File: src/rtl/pio_pkg.sv
package pio_pkg;
    localparam int PORTS     = 6;
    localparam int WIN       = 3;
    localparam int LINES     = PORTS * 8;
    localparam int WBITS     = WIN * 8;
    localparam int AW        = 4;
    localparam int PEND_W    = 3;
    localparam int A_PEND    = 6;
    localparam int A_CTL     = 7;
    localparam int A_WIN     = 8;

    typedef enum logic [1:0] {
        PG_NONE = 2'd0,
        PG_POL  = 2'd1,
        PG_EN   = 2'd2,
        PG_ID   = 2'd3
    } page_e;

    typedef struct packed {
        logic       is_port;
        logic [2:0] port_sel;
        logic       is_pend;
        logic       is_ctl;
        logic       is_win;
        logic [1:0] win_sel;
    } dec_s;

    typedef struct packed {
        logic [LINES-1:0] drive;
        page_e            page;
        logic [PORTS-1:0] lock;
        logic [WBITS-1:0] pol;
        logic [WBITS-1:0] en;
        logic [WIN-1:0]   clr;
    } regs_s;
endpackage

File: src/rtl/pio_addr_dec.sv
module pio_addr_dec
    import pio_pkg::*;
(
    input  logic [AW-1:0] addr,
    output dec_s          dec
);
    logic [AW-1:0] win_off;

    always_comb begin
        win_off      = addr - AW'(A_WIN);
        dec          = '0;
        dec.is_port  = (int'(addr) < PORTS);
        dec.port_sel = addr[2:0];
        dec.is_pend  = (int'(addr) == A_PEND);
        dec.is_ctl   = (int'(addr) == A_CTL);
        dec.is_win   = (int'(addr) >= A_WIN) && (int'(addr) < A_WIN + WIN);
        dec.win_sel  = win_off[1:0];
    end
endmodule

File: src/rtl/pio_rd_mux.sv
module pio_rd_mux
    import pio_pkg::*;
(
    input  logic             rd_en,
    input  dec_s             dec,
    input  page_e            page,
    input  logic [PORTS-1:0] lock,
    input  logic [LINES-1:0] pin_in,
    input  logic [WBITS-1:0] pol,
    input  logic [WBITS-1:0] en,
    input  logic [WBITS-1:0] int_id,
    input  logic [PEND_W-1:0] int_pend,
    output logic [7:0]       rdata
);
    logic [7:0] port_rd [PORTS];
    logic [7:0] pol_rd  [WIN];
    logic [7:0] en_rd   [WIN];
    logic [7:0] id_rd   [WIN];

    for (genvar i = 0; i < PORTS; i++) begin : g_port
        assign port_rd[i] = ~pin_in[i*8 +: 8];
    end
    for (genvar k = 0; k < WIN; k++) begin : g_win
        assign pol_rd[k] = pol[k*8 +: 8];
        assign en_rd[k]  = en[k*8 +: 8];
        assign id_rd[k]  = int_id[k*8 +: 8];
    end

    always_comb begin
        rdata = 8'h00;
        if (rd_en) begin
            if (dec.is_port) begin
                rdata = port_rd[dec.port_sel];
            end else if (dec.is_pend) begin
                rdata = {{(8-PEND_W){1'b0}}, int_pend};
            end else if (dec.is_ctl) begin
                rdata = {page, lock};
            end else if (dec.is_win) begin
                case (page)
                    PG_POL:  rdata = pol_rd[dec.win_sel];
                    PG_EN:   rdata = en_rd[dec.win_sel];
                    PG_ID:   rdata = id_rd[dec.win_sel];
                    default: rdata = 8'h00;
                endcase
            end
        end
    end
endmodule

File: src/rtl/pio_regfile.sv
module pio_regfile
    import pio_pkg::*;
(
    input  logic              clk,
    input  logic              rst,
    input  logic [AW-1:0]     addr,
    input  logic              wr_en,
    input  logic              rd_en,
    input  logic [7:0]        wdata,
    output logic [7:0]        rdata,
    input  logic [LINES-1:0]  pin_in,
    output logic [LINES-1:0]  pin_drive,
    input  logic [WBITS-1:0]  int_id,
    input  logic [PEND_W-1:0] int_pend,
    output logic [WBITS-1:0]  pol_out,
    output logic [WBITS-1:0]  en_out,
    output logic [WIN-1:0]    id_clr
);
    dec_s  dec;
    regs_s regs_d, regs_q;

    pio_addr_dec u_dec (
        .addr (addr),
        .dec  (dec)
    );

    // next-state: one write per cycle, lock guards only the port registers
    always_comb begin
        regs_d     = regs_q;
        regs_d.clr = '0;
        if (wr_en) begin
            if (dec.is_port && !regs_q.lock[dec.port_sel]) begin
                regs_d.drive[{dec.port_sel, 3'b000} +: 8] = wdata;
            end
            if (dec.is_ctl) begin
                regs_d.page = page_e'(wdata[7:6]);
                regs_d.lock = wdata[PORTS-1:0];
            end
            if (dec.is_win) begin
                case (regs_q.page)
                    PG_POL:  regs_d.pol[{dec.win_sel, 3'b000} +: 8] = wdata;
                    PG_EN:   regs_d.en[{dec.win_sel, 3'b000} +: 8]  = wdata;
                    PG_ID:   regs_d.clr[dec.win_sel] = 1'b1;
                    default: ;
                endcase
            end
        end
    end

    always_ff @(posedge clk) begin
        if (rst) regs_q <= '0;
        else     regs_q <= regs_d;
    end

    assign pin_drive = regs_q.drive;
    assign pol_out   = regs_q.pol;
    assign en_out    = regs_q.en;
    assign id_clr    = regs_q.clr;

    pio_rd_mux u_rd (
        .rd_en    (rd_en),
        .dec      (dec),
        .page     (regs_q.page),
        .lock     (regs_q.lock),
        .pin_in   (pin_in),
        .pol      (regs_q.pol),
        .en       (regs_q.en),
        .int_id   (int_id),
        .int_pend (int_pend),
        .rdata    (rdata)
    );

    // locked port write must not move any pin
    assert_locked_port_R4: assert property (@(posedge clk) disable iff (rst)
        (wr_en && dec.is_port && regs_q.lock[dec.port_sel]) |=> $stable(pin_drive));

    // reset leaves everything released and idle
    assert_reset_clear_R11: assert property (@(posedge clk)
        rst |=> (pin_drive == '0 && pol_out == '0 && en_out == '0 && id_clr == '0));

    // dead addresses and page-0 window never change state
    assert_dead_write_R9: assert property (@(posedge clk) disable iff (rst)
        (wr_en && ((!dec.is_port && !dec.is_ctl && !dec.is_win) ||
                   (dec.is_win && regs_q.page == PG_NONE)))
        |=> ($stable(pin_drive) && $stable(pol_out) && $stable(en_out) && id_clr == '0));

    // polarity-page writes leave enables alone
    assert_pol_isolated_R5: assert property (@(posedge clk) disable iff (rst)
        (wr_en && dec.is_win && regs_q.page == PG_POL) |=> $stable(en_out));

    // enable-page writes leave polarity alone
    assert_en_isolated_R6: assert property (@(posedge clk) disable iff (rst)
        (wr_en && dec.is_win && regs_q.page == PG_EN) |=> $stable(pol_out));

    // id-page write yields exactly one clear lane
    assert_clr_onehot_R7: assert property (@(posedge clk) disable iff (rst)
        (wr_en && dec.is_win && regs_q.page == PG_ID) |=> ($countones(id_clr) == 1));

    // pending summary keeps its upper bits zero
    assert_pend_read_R8: assert property (@(posedge clk) disable iff (rst)
        (rd_en && int'(addr) == A_PEND) |-> (rdata == {{(8-PEND_W){1'b0}}, int_pend}));

    // idle read bus
    assert_idle_rdata_R12: assert property (@(posedge clk) disable iff (rst)
        !rd_en |-> (rdata == 8'h00));
endmodule

File: config.mk
export PLATFORM = sky130hd
export DESIGN_NAME = pio_regfile
export DESIGN_NICKNAME = d
export VERILOG_FILES = /design/src/rtl/pio_pkg.sv /design/src/rtl/pio_addr_dec.sv /design/src/rtl/pio_rd_mux.sv /design/src/rtl/pio_regfile.sv
export SDC_FILE = /design/constraint.sdc
export NUM_CORES = 1
export LEC_CHECK = 0
export BUFFER_PORTS_ARGS = -buffer_cell sky130_fd_sc_hd__buf_2
export CORE_ASPECT_RATIO = 0.7
export CORE_MARGIN = 4
export CORE_UTILIZATION = 52
export CTS_CLUSTER_DIAMETER = 200
export DETAILED_ROUTE_END_ITERATION = 10
export GPL_ROUTABILITY_DRIVEN = 0
export PLACE_DENSITY = 0.83
export SYNTH_ARGS = -nofsm -noshare
export SYNTH_HDL_FRONTEND = slang
export SYNTH_SLANG_ARGS = --single-unit
File: constraint.sdc
create_clock -name clk -period 2.5 [get_ports clk]
set_input_delay 0.125 -clock clk [delete_from_list [all_inputs] [get_ports clk]]
set_output_delay 0.125 -clock clk [all_outputs]
set_load 0.03 [all_outputs]
==> results of run 1 <==
## placed cells by master (no fill, tap or decap), drive strengths merged, types with 7 or more instances in the layout
master / count
buf: 220
dfxtp: 107
mux2i: 77
nand2: 73
a21oi: 64
nand2b: 59
nand3: 54
nor2: 12
clkbuf: 12
mux4: 10
inv: 10
and2: 9
o21ai: 8
a221oi: 8
mux2: 8
nor2b: 7
a2111oi: 7
## metrics by stage
stage | util (%) | instance area (um^2) | setup WS, ps
floorplan | - | 6420 | 106
global placement | 57.1 | 6790 | 53.5
detailed placement | 57.1 | 6790 | 26.1
CTS | 59.6 | 7090 | 26.1
global route | 59.7 | 7100 | 14.6
finish | 59.7 | 7100 | 97.8
## routing by layer
layer	vias to the layer above	track usage (%)
met4	4	5.58
met1	2611	37.2
li1	2605	-
met3	35	12.7
met2	385	40.6
met5	-	0
## cell families (layout without fill, tap and decap cells)
| family | Yosys count | count (layout) | synth area share, % |
|---|---|---|---|
| AO/OA/AOI/OAI | 117 | 117 | 11.7 |
| flip-flops | 107 | 107 | 33.4 |
| AND/OR/NAND/NOR | 244 | 244 | 21.0 |
| adder cells (fa/ha/maj) | 6 | 6 | 1.17 |
| multiplexers | 95 | 95 | 17.0 |
| buffers and inverters | 156 | 242 | 15.7 |
## power groups by stage
stage / logic, uW / registers [uW] / clock network [uW]
floorplan: 290 / 1760 / 0
global route: 498 / 1720 / 1490
detailed placement: 458 / 1760 / 0
global placement: 455 / 1760 / 0
CTS: 461 / 1720 / 1430
finish: 469 / 1720 / 1420
## critical path: stages (launching register included)
cell	delay, ps
sky130_fd_sc_hd__dfxtp_1	410
sky130_fd_sc_hd__buf_4	250
sky130_fd_sc_hd__mux2i_1	360
sky130_fd_sc_hd__nor2_1	120
sky130_fd_sc_hd__a2111oi_2	370
sky130_fd_sc_hd__buf_4	170
sky130_fd_sc_hd__a2111oi_1	40
sky130_fd_sc_hd__buf_2	210
## path summary, 6_finish.rpt
path                     from           to  cells after the start
hold reg to reg   pol_out[16]  pol_out[16]                      2
setup reg to reg   regs_q[58]   pol_out[8]                      5
setup / recovery   regs_q[57]     rdata[4]                      7
hold / removal       wdata[7]    en_out[7]                      3
## sequential cells by signal, summed over array words and instances (netlist names)
name,count
id_clr,3
pin_drive,48
en_out,24
pol_out,24
regs_q,8
## final cells by class
type | instances | area, um^2 | share of cell area (%)
clock inverter | 4 | 37.5 | 0.529
multi-input combinational | 462 | 3280 | 46.3
clock buffer | 12 | 256 | 3.61
inverter | 6 | 22.5 | 0.317
timing repair buffer | 220 | 1160 | 16.3
tap | 157 | 196 | 2.77
sequential | 107 | 2140 | 30.2
## synthesized netlist by cell type, drive strengths merged (5+ instances only)
| library cell | count |
|---|---|
| clkbuf | 30 |
| dfxtp | 107 |
| a221oi | 8 |
| nand3 | 54 |
| a211oi | 5 |
| ha | 6 |
| nor2 | 12 |
| nand2b | 59 |
| nor3 | 5 |
| o21ai | 8 |
| mux2i | 77 |
| nand2 | 73 |
| mux4 | 10 |
| and2 | 9 |
| inv | 6 |
| o2bb2ai | 5 |
| nor2b | 7 |
| mux2 | 8 |
| a2111oi | 7 |
| buf | 120 |
| a21oi | 64 |
| and3 | 6 |
==> qor_table.md, run 1 <==
| Item | Reported | Unit |
|:---|:---|:---|
| Outcome | finished clean | - |
| TritonCTS sink count | 107 | - |
| Antenna violations before repair | 2 | - |
| Final Instance Count excl. Fillers | 968 | - |
| Measured slew at the worst slew-check pin | 564 | ps |
| Number of port buffers | 197 | - |
| Chip Height | 101 | um |
| Core Rows | 33 | - |
| Worst slew margin relative to its limit | 62.2 | % |
| Library cells used by synthesis | 56 | - |
| Hold Path Class | in2reg | - |
| Relative contribution of the clock network to total power | 39.3 | % |
| Aggregate negative setup slack | 0 | ps |
| Setup Viol. Count Final | 0 | - |
| Share of post-route cells with drive strength above 1 | 33.5 | % |
| Core area | 11900 | um^2 |
| Maximum clock frequency | 416 | MHz |
| Internal Dissipation | 2650 | uW |
| Flops & latches, synth | 107 | - |
| Layout Area Growth over Synthesis | 10.7 | % |
| Hold buffers post-CTS | 0 | - |
| Yosys top cell area share | 33.4 | % |
| Critical path required time | 2380 | ps |
| Routed via count divided by cell count | 5.83 | - |
| Flip-flop cell with the highest count after synthesis | sky130_fd_sc_hd__dfxtp_1 | - |
| Pin count of the biggest net entering global routing | 40 | - |
| Fill cells | 1108 | - |
| Inserted Clock Buffers | 9 | - |
| Global-route wire length before repair | 30500 | um |
| Remaining global-route overflow | 0 | - |
| Post-layout power | 3600 | uW |
| Uppermost routed layer | met5 | - |
| CP arrival | 2280 | ps |
| Total track usage | 27.5 | % |
| Synth Warn # | 0 | - |
| Final worst-path cycle share | 96.1 | % |
| Buffers inserted during post-CTS setup optimization | 0 | - |
| Category of the worst setup path capture point | output port | - |
| Fin Hold WS | 142 | ps |
| Clk buf depth | 2 | - |
| Overall routed net length | 20200 | um |
| Total inserted antenna cells | 0 | - |
| Hold violation total from the final report | 0 | - |
| Area enclosed by the die boundary | 14200 | um^2 |
| Clock slew seen by the registers of the worst setup and hold paths | 70 | ps |
| Ratio of total power to cell area | 508 | nW/um^2 |
| Post-DRT Antenna Nets | 0 | - |
| Number of flops mapped to enable cells by yosys | 0 | - |
| Cell type with the highest aggregate area in the netlist | sky130_fd_sc_hd__dfxtp_1 | - |
| Clock root cell | sky130_fd_sc_hd__clkbuf_16 | - |
| Synth top area cells | sky130_fd_sc_hd__dfxtp_1 (33%), sky130_fd_sc_hd__buf_4 (12%), sky130_fd_sc_hd__mux2i_1 (12%) | - |
| Crit Path Max Fanout | 10 | - |
| Vias in the first global route | 5375 | - |
| Number of max-slew violations in the final report | 0 | - |
| Instance count of the mapped netlist | 725 | - |
| Total standard cell area after synthesis | 6410 | um^2 |
| Share of power burned in combinational logic | 13.0 | % |
| Net count after synthesis | 822 | - |
| Initial core utilization | 53.9 | % |
| Placed Cells | 952 | - |
| Fin nets | 903 | - |
| Total half-perimeter wirelength after legalization and detailed placement | 15400 | um |
| WL met3 | 3000 | um |
| Sequential area share after synthesis | 33.4 | % |
| DR pass1 iterations | 5 | - |
| Skew final | 11.3 | ps |
| I/O Pins | 198 | - |
| Shortest clock period the worst path allows after layout | 2400 | ps |
| Reg2Reg Setup Slack | 640 | ps |
| Static leakage power | 0.00324 | uW |
| CP Class | reg2out | - |
| Clk Latency, worst-skew pair | 350 | ps |
| Violation count after the first detailed-routing iteration | 604 | - |
| Switching power share of the total | 26.5 | % |
| Async SR Flop Fraction | 0 | % |
| Net Sw Power | 957 | uW |
| Total DRC errors in the routed layout | 0 | - |
| Total of cells resized after clock tree synthesis | 2 | - |
| TritonCTS clock tree | done | - |
| Number of vias after detailed routing | 5640 | - |
| X dimension of the die | 141 | um |
| Total of max-cap violations | 0 | - |
| CTS H-Tree Depth | 3 | - |
| Setup repair after global routing missed its margin | no | - |
| Average cell area after synthesis | 8.84 | um^2 |
| Routed wire length on met2 | 8230 | um |
| Worst setup SP type | flip-flop | - |
| Seq pwr share | 47.7 | % |
| WL per Instance | 20.8 | um |
| Peak ir drop on the vdd network | 0.323 | mV |
| Routed metal-1 wire length | 8560 | um |
Note: power is estimated with default switching activity, not from simulation.
==> run 2, diff against run 1 <==
--- a/config.mk
+++ b/config.mk
@@ -5,10 +5,11 @@
 export SDC_FILE = /design/constraint.sdc
 export NUM_CORES = 1
 export LEC_CHECK = 0
+export ABC_AREA = 1
 export BUFFER_PORTS_ARGS = -buffer_cell sky130_fd_sc_hd__buf_2
 export CORE_ASPECT_RATIO = 0.7
 export CORE_MARGIN = 4
-export CORE_UTILIZATION = 52
+export CORE_UTILIZATION = 53
 export CTS_CLUSTER_DIAMETER = 200
 export DETAILED_ROUTE_END_ITERATION = 10
 export GPL_ROUTABILITY_DRIVEN = 0
==> qor_table.md, run 2 <==
| Item | Reported | Unit | vs previous |
|:---|:---|:---|:---|
| Vias in the first global route | 5829 | - | +8.4% |
| TritonCTS sink count | 107 | - | unchanged |
| Overall routed net length | 19100 | um | -5.2% |
| Global-route wire length before repair | 30000 | um | -1.7% |
| Crit Path Max Fanout | 9 | - | -1 |
| Clock slew seen by the registers of the worst setup and hold paths | 70 | ps | about the same |
| Skew final | 12.4 | ps | +1.06 ps |
| Yosys top cell area share | 31.3 | % | -2.1 points |
| Synth Warn # | 0 | - | unchanged |
| Critical path required time | 2380 | ps | about the same |
| Outcome | finished clean | - |  |
| Synth top area cells | sky130_fd_sc_hd__dfxtp_1 (31%), sky130_fd_sc_hd__nand2_1 (15%), sky130_fd_sc_hd__buf_4 (11%) | - |  |
| Flops & latches, synth | 107 | - | unchanged |
| Critical path buffers and inverters | 3 | - | unchanged |
| Cell family with the largest share of critical-path delay | buffers and inverters | - |  |
| Violation count after the first detailed-routing iteration | 794 | - | +31% |
| Library cells used by synthesis | 34 | - | -39% |
| Maximum clock frequency | 435 | MHz | +4.4% |
| Setup Viol. Count Final | 0 | - | unchanged |
| Core area | 12500 | um^2 | +5.5% |
| Hold buffers post-CTS | 0 | - | unchanged |
| Cells along the critical path | nand2_1, inv_2, buf_4, nand2_1, nand2_1, nand2_1, nand3_1, nand2_1, nand2_1, nand2_1, a21oi_1, buf_2 | - |  |
| Remaining global-route overflow | 0 | - | unchanged |
| Longest individual stage delay on the worst path | 450 | ps | +40 ps |
| CP Class | reg2out | - |  |
| Placed inst area | 7090 | um^2 | +4.4% |
| Average cell area after synthesis | 6.35 | um^2 | -28% |
| Summed area of non-filler cells in the final layout | 7460 | um^2 | +5.1% |
| Chip Height | 103 | um | +2.2% |
| Flip-flop cell with the highest count after synthesis | sky130_fd_sc_hd__dfxtp_1 | - |  |
| Worst path setup slack after routing | 199 | ps | +101 ps |
| Clk Latency, worst-skew pair | 350 | ps | about the same |
| Share of post-route cells with drive strength above 1 | 23.3 | % | -10 points |
| Total of max-cap violations | 0 | - | unchanged |
| Initial core utilization | 54.6 | % | +0.63 points |
| DR pass1 iterations | 6 | - | +1 |
| Final worst-path cycle share | 92.0 | % | -4.0 points |
| Hold violation total from the final report | 0 | - | unchanged |
| Post-DRT Antenna Nets | 0 | - | unchanged |
| Antenna violations before repair | 0 | - | -2 |
| Total DRC errors in the routed layout | 0 | - | unchanged |
| Measured slew at the worst slew-check pin | 687 | ps | +123 ps |
| Clk buf depth | 2 | - | unchanged |
| Aggregate negative setup slack | 0 | ps | unchanged |
| CP arrival | 2180 | ps | -100 ps |
| Total half-perimeter wirelength after legalization and detailed placement | 14400 | um | -6.8% |
| Routed via count divided by cell count | 5.02 | - | -14% |
| Core Rows | 34 | - | +3.0% |
| Crit-path most repeated cell | sky130_fd_sc_hd__nand2_1 | - |  |
| Leading cell type in the layout, fill and taps excluded | sky130_fd_sc_hd__nand2_1 | - |  |
| Total standard cell area after synthesis | 6850 | um^2 | +6.8% |
| Number of max-slew violations in the final report | 0 | - | unchanged |
| Static leakage power | 0.00407 | uW | +26% |
| Cell with the most instances after synthesis | sky130_fd_sc_hd__nand2_1 | - |  |
| Async SR Flop Fraction | 0 | % | unchanged |
| Number of flip-flops in the largest register | 48 | - | unchanged |
| Clock root cell | sky130_fd_sc_hd__clkbuf_16 | - |  |
| Worst setup SP type | flip-flop | - |  |
| Total inserted antenna cells | 0 | - | unchanged |
| Setup WS pre-CTS | 234 | ps | +208 ps |
| Category of the worst setup path capture point | output port | - |  |
| Peak ir drop on the vdd network | 0.459 | mV | +42% |
| Ratio of total power to cell area | 502 | nW/um^2 | -1.1% |
| Fin nets | 1247 | - | +38% |
| Net count after synthesis | 1175 | - | +43% |
| Instance count of the mapped netlist | 1078 | - | +49% |
| Final core utilization | 59.4 | % | -0.26 points |
| Area enclosed by the die boundary | 14800 | um^2 | +4.4% |
| Total track usage | 25.4 | % | -2.1 points |
| Cell type with the highest aggregate area in the netlist | sky130_fd_sc_hd__dfxtp_1 | - |  |
| X dimension of the die | 144 | um | +2.2% |
| Pin count of the biggest net entering global routing | 45 | - | +13% |
| Library cell contributing the largest single delay on the critical path | sky130_fd_sc_hd__dfxtp_1 | - |  |
| Sequential area share after synthesis | 31.3 | % | -2.1 points |
| Shortest clock period the worst path allows after layout | 2300 | ps | -101 ps |
| Hold Path Class | in2reg | - |  |
| Commonest cells post-synth | sky130_fd_sc_hd__nand2_1 (282), sky130_fd_sc_hd__nor2_1 (161), sky130_fd_sc_hd__inv_1 (131) | - |  |
| Setup repair after global routing missed its margin | no | - |  |
| Most frequent cells in the layout | sky130_fd_sc_hd__nand2_1 (282), sky130_fd_sc_hd__buf_2 (197), sky130_fd_sc_hd__nor2_1 (161) | - |  |
| Number of port buffers | 197 | - | unchanged |
| Number of vias after detailed routing | 6611 | - | +17% |
| CTS H-Tree Depth | 3 | - | unchanged |
| Layout Area Growth over Synthesis | 8.94 | % |  |
| Worst slew margin relative to its limit | 54.1 | % | -8.1 points |
| I/O Pins | 198 | - | unchanged |
| WL per Instance | 14.5 | um | -30% |
| Number of flops mapped to enable cells by yosys | 0 | - | unchanged |
| Inserted Clock Buffers | 9 | - | unchanged |
| TritonCTS clock tree | done | - |  |
==> run 2: cell count changes in the layout (fill, tap and decap cells not counted), sizes merged, moves of 9 or more <==
cell,before,now
nand2,73,290
nor2,12,174
inv,10,140
mux2i,77,0
o21ai,8,68
nand2b,59,0
a21oi,64,48
nand3,54,69
mux4,10,0
and2,9,0
==> run 2: cell families (layout without fill, tap and decap cells) <==
| group | Yosys count | in the layout | share of synthesized area (%) |
|---|---|---|---|
| buf+inv | 291 | 368 | 23.1 |
| flops | 107 | 107 | 31.3 |
| simple gates | 542 | 542 | 34.2 |
| fa+ha+maj | 6 | 6 | 1.10 |
| compound gates | 132 | 132 | 10.3 |
==> run 2: layout make-up <==
type                    instances  area, um^2
flip-flops and latches        107        2140
fillers                      1219        5090
multi-input cells             680        3130
well taps                     162         203
inverters                     140         533
clock inverters                 5        85.1
repair buffers                212        1140
clock buffers                  11         233
==> run 2: timing repair <==
action | in CTS | in global routing
gates resized for setup | 0 | 2
setup endpoints to repair | 0 | 8
setup buffers | 0 | 3
==> run 2: per-layer routing <==
| layer | part of all wire (%) | vias up | wire length [um] | global-route usage, % |
|---|---|---|---|---|
| li1 | - | 3353 | - | - |
| met1 | 45 | 2911 | 8660 | 38.2 |
| met2 | 43 | 323 | 8190 | 38.3 |
| met3 | 11 | 24 | 2060 | 5.24 |
| met4 | 1.1 | 0 | 212 | 3.69 |
| met5 | 0 | - | 0 | 0 |
==> run 2: report_power, final <==
group	total, uW	switching, uW	internal (uW)
sequential	1730	9.44	1720
clock	1520	640	885
combinational	493	339	154
total	3750	988	2760
==> run 2: path summary, 6_finish.rpt <==
path / startpoint / endpoint / slack (ps) / cells past startpoint
worst max-delay path: regs_q[57] / rdata[5] / 200 / 12
worst min-delay path: wr_en / regs_q[52] / 110 / 3
worst min register to register: en_out[18] / en_out[18] / 480 / 2
worst max register to register: regs_q[58] / en_out[13] / 620 / 9
==> run 2: metrics by stage <==
stage | std cells | hold slack, ps | total power, uW
floorplan | 1078 | 290 | 2100
global placement | 1298 | 456 | 2250
detailed placement | 1298 | 460 | 2250
CTS | 1314 | 96.9 | 3760
global route | 1317 | 132 | 3890
finish | 1317 | 113 | 3750
==> run 2: worst reg2reg max path, cell delays in order (launching register included) <==
cell and delay (ps):
sky130_fd_sc_hd__dfxtp_2 410, sky130_fd_sc_hd__inv_2 90, sky130_fd_sc_hd__nor2_4 130, sky130_fd_sc_hd__buf_12 140
sky130_fd_sc_hd__buf_4 110, sky130_fd_sc_hd__nand2_2 100, sky130_fd_sc_hd__nor2_2 390, sky130_fd_sc_hd__inv_1 210
sky130_fd_sc_hd__nor2_1 140, sky130_fd_sc_hd__nor2_1 60
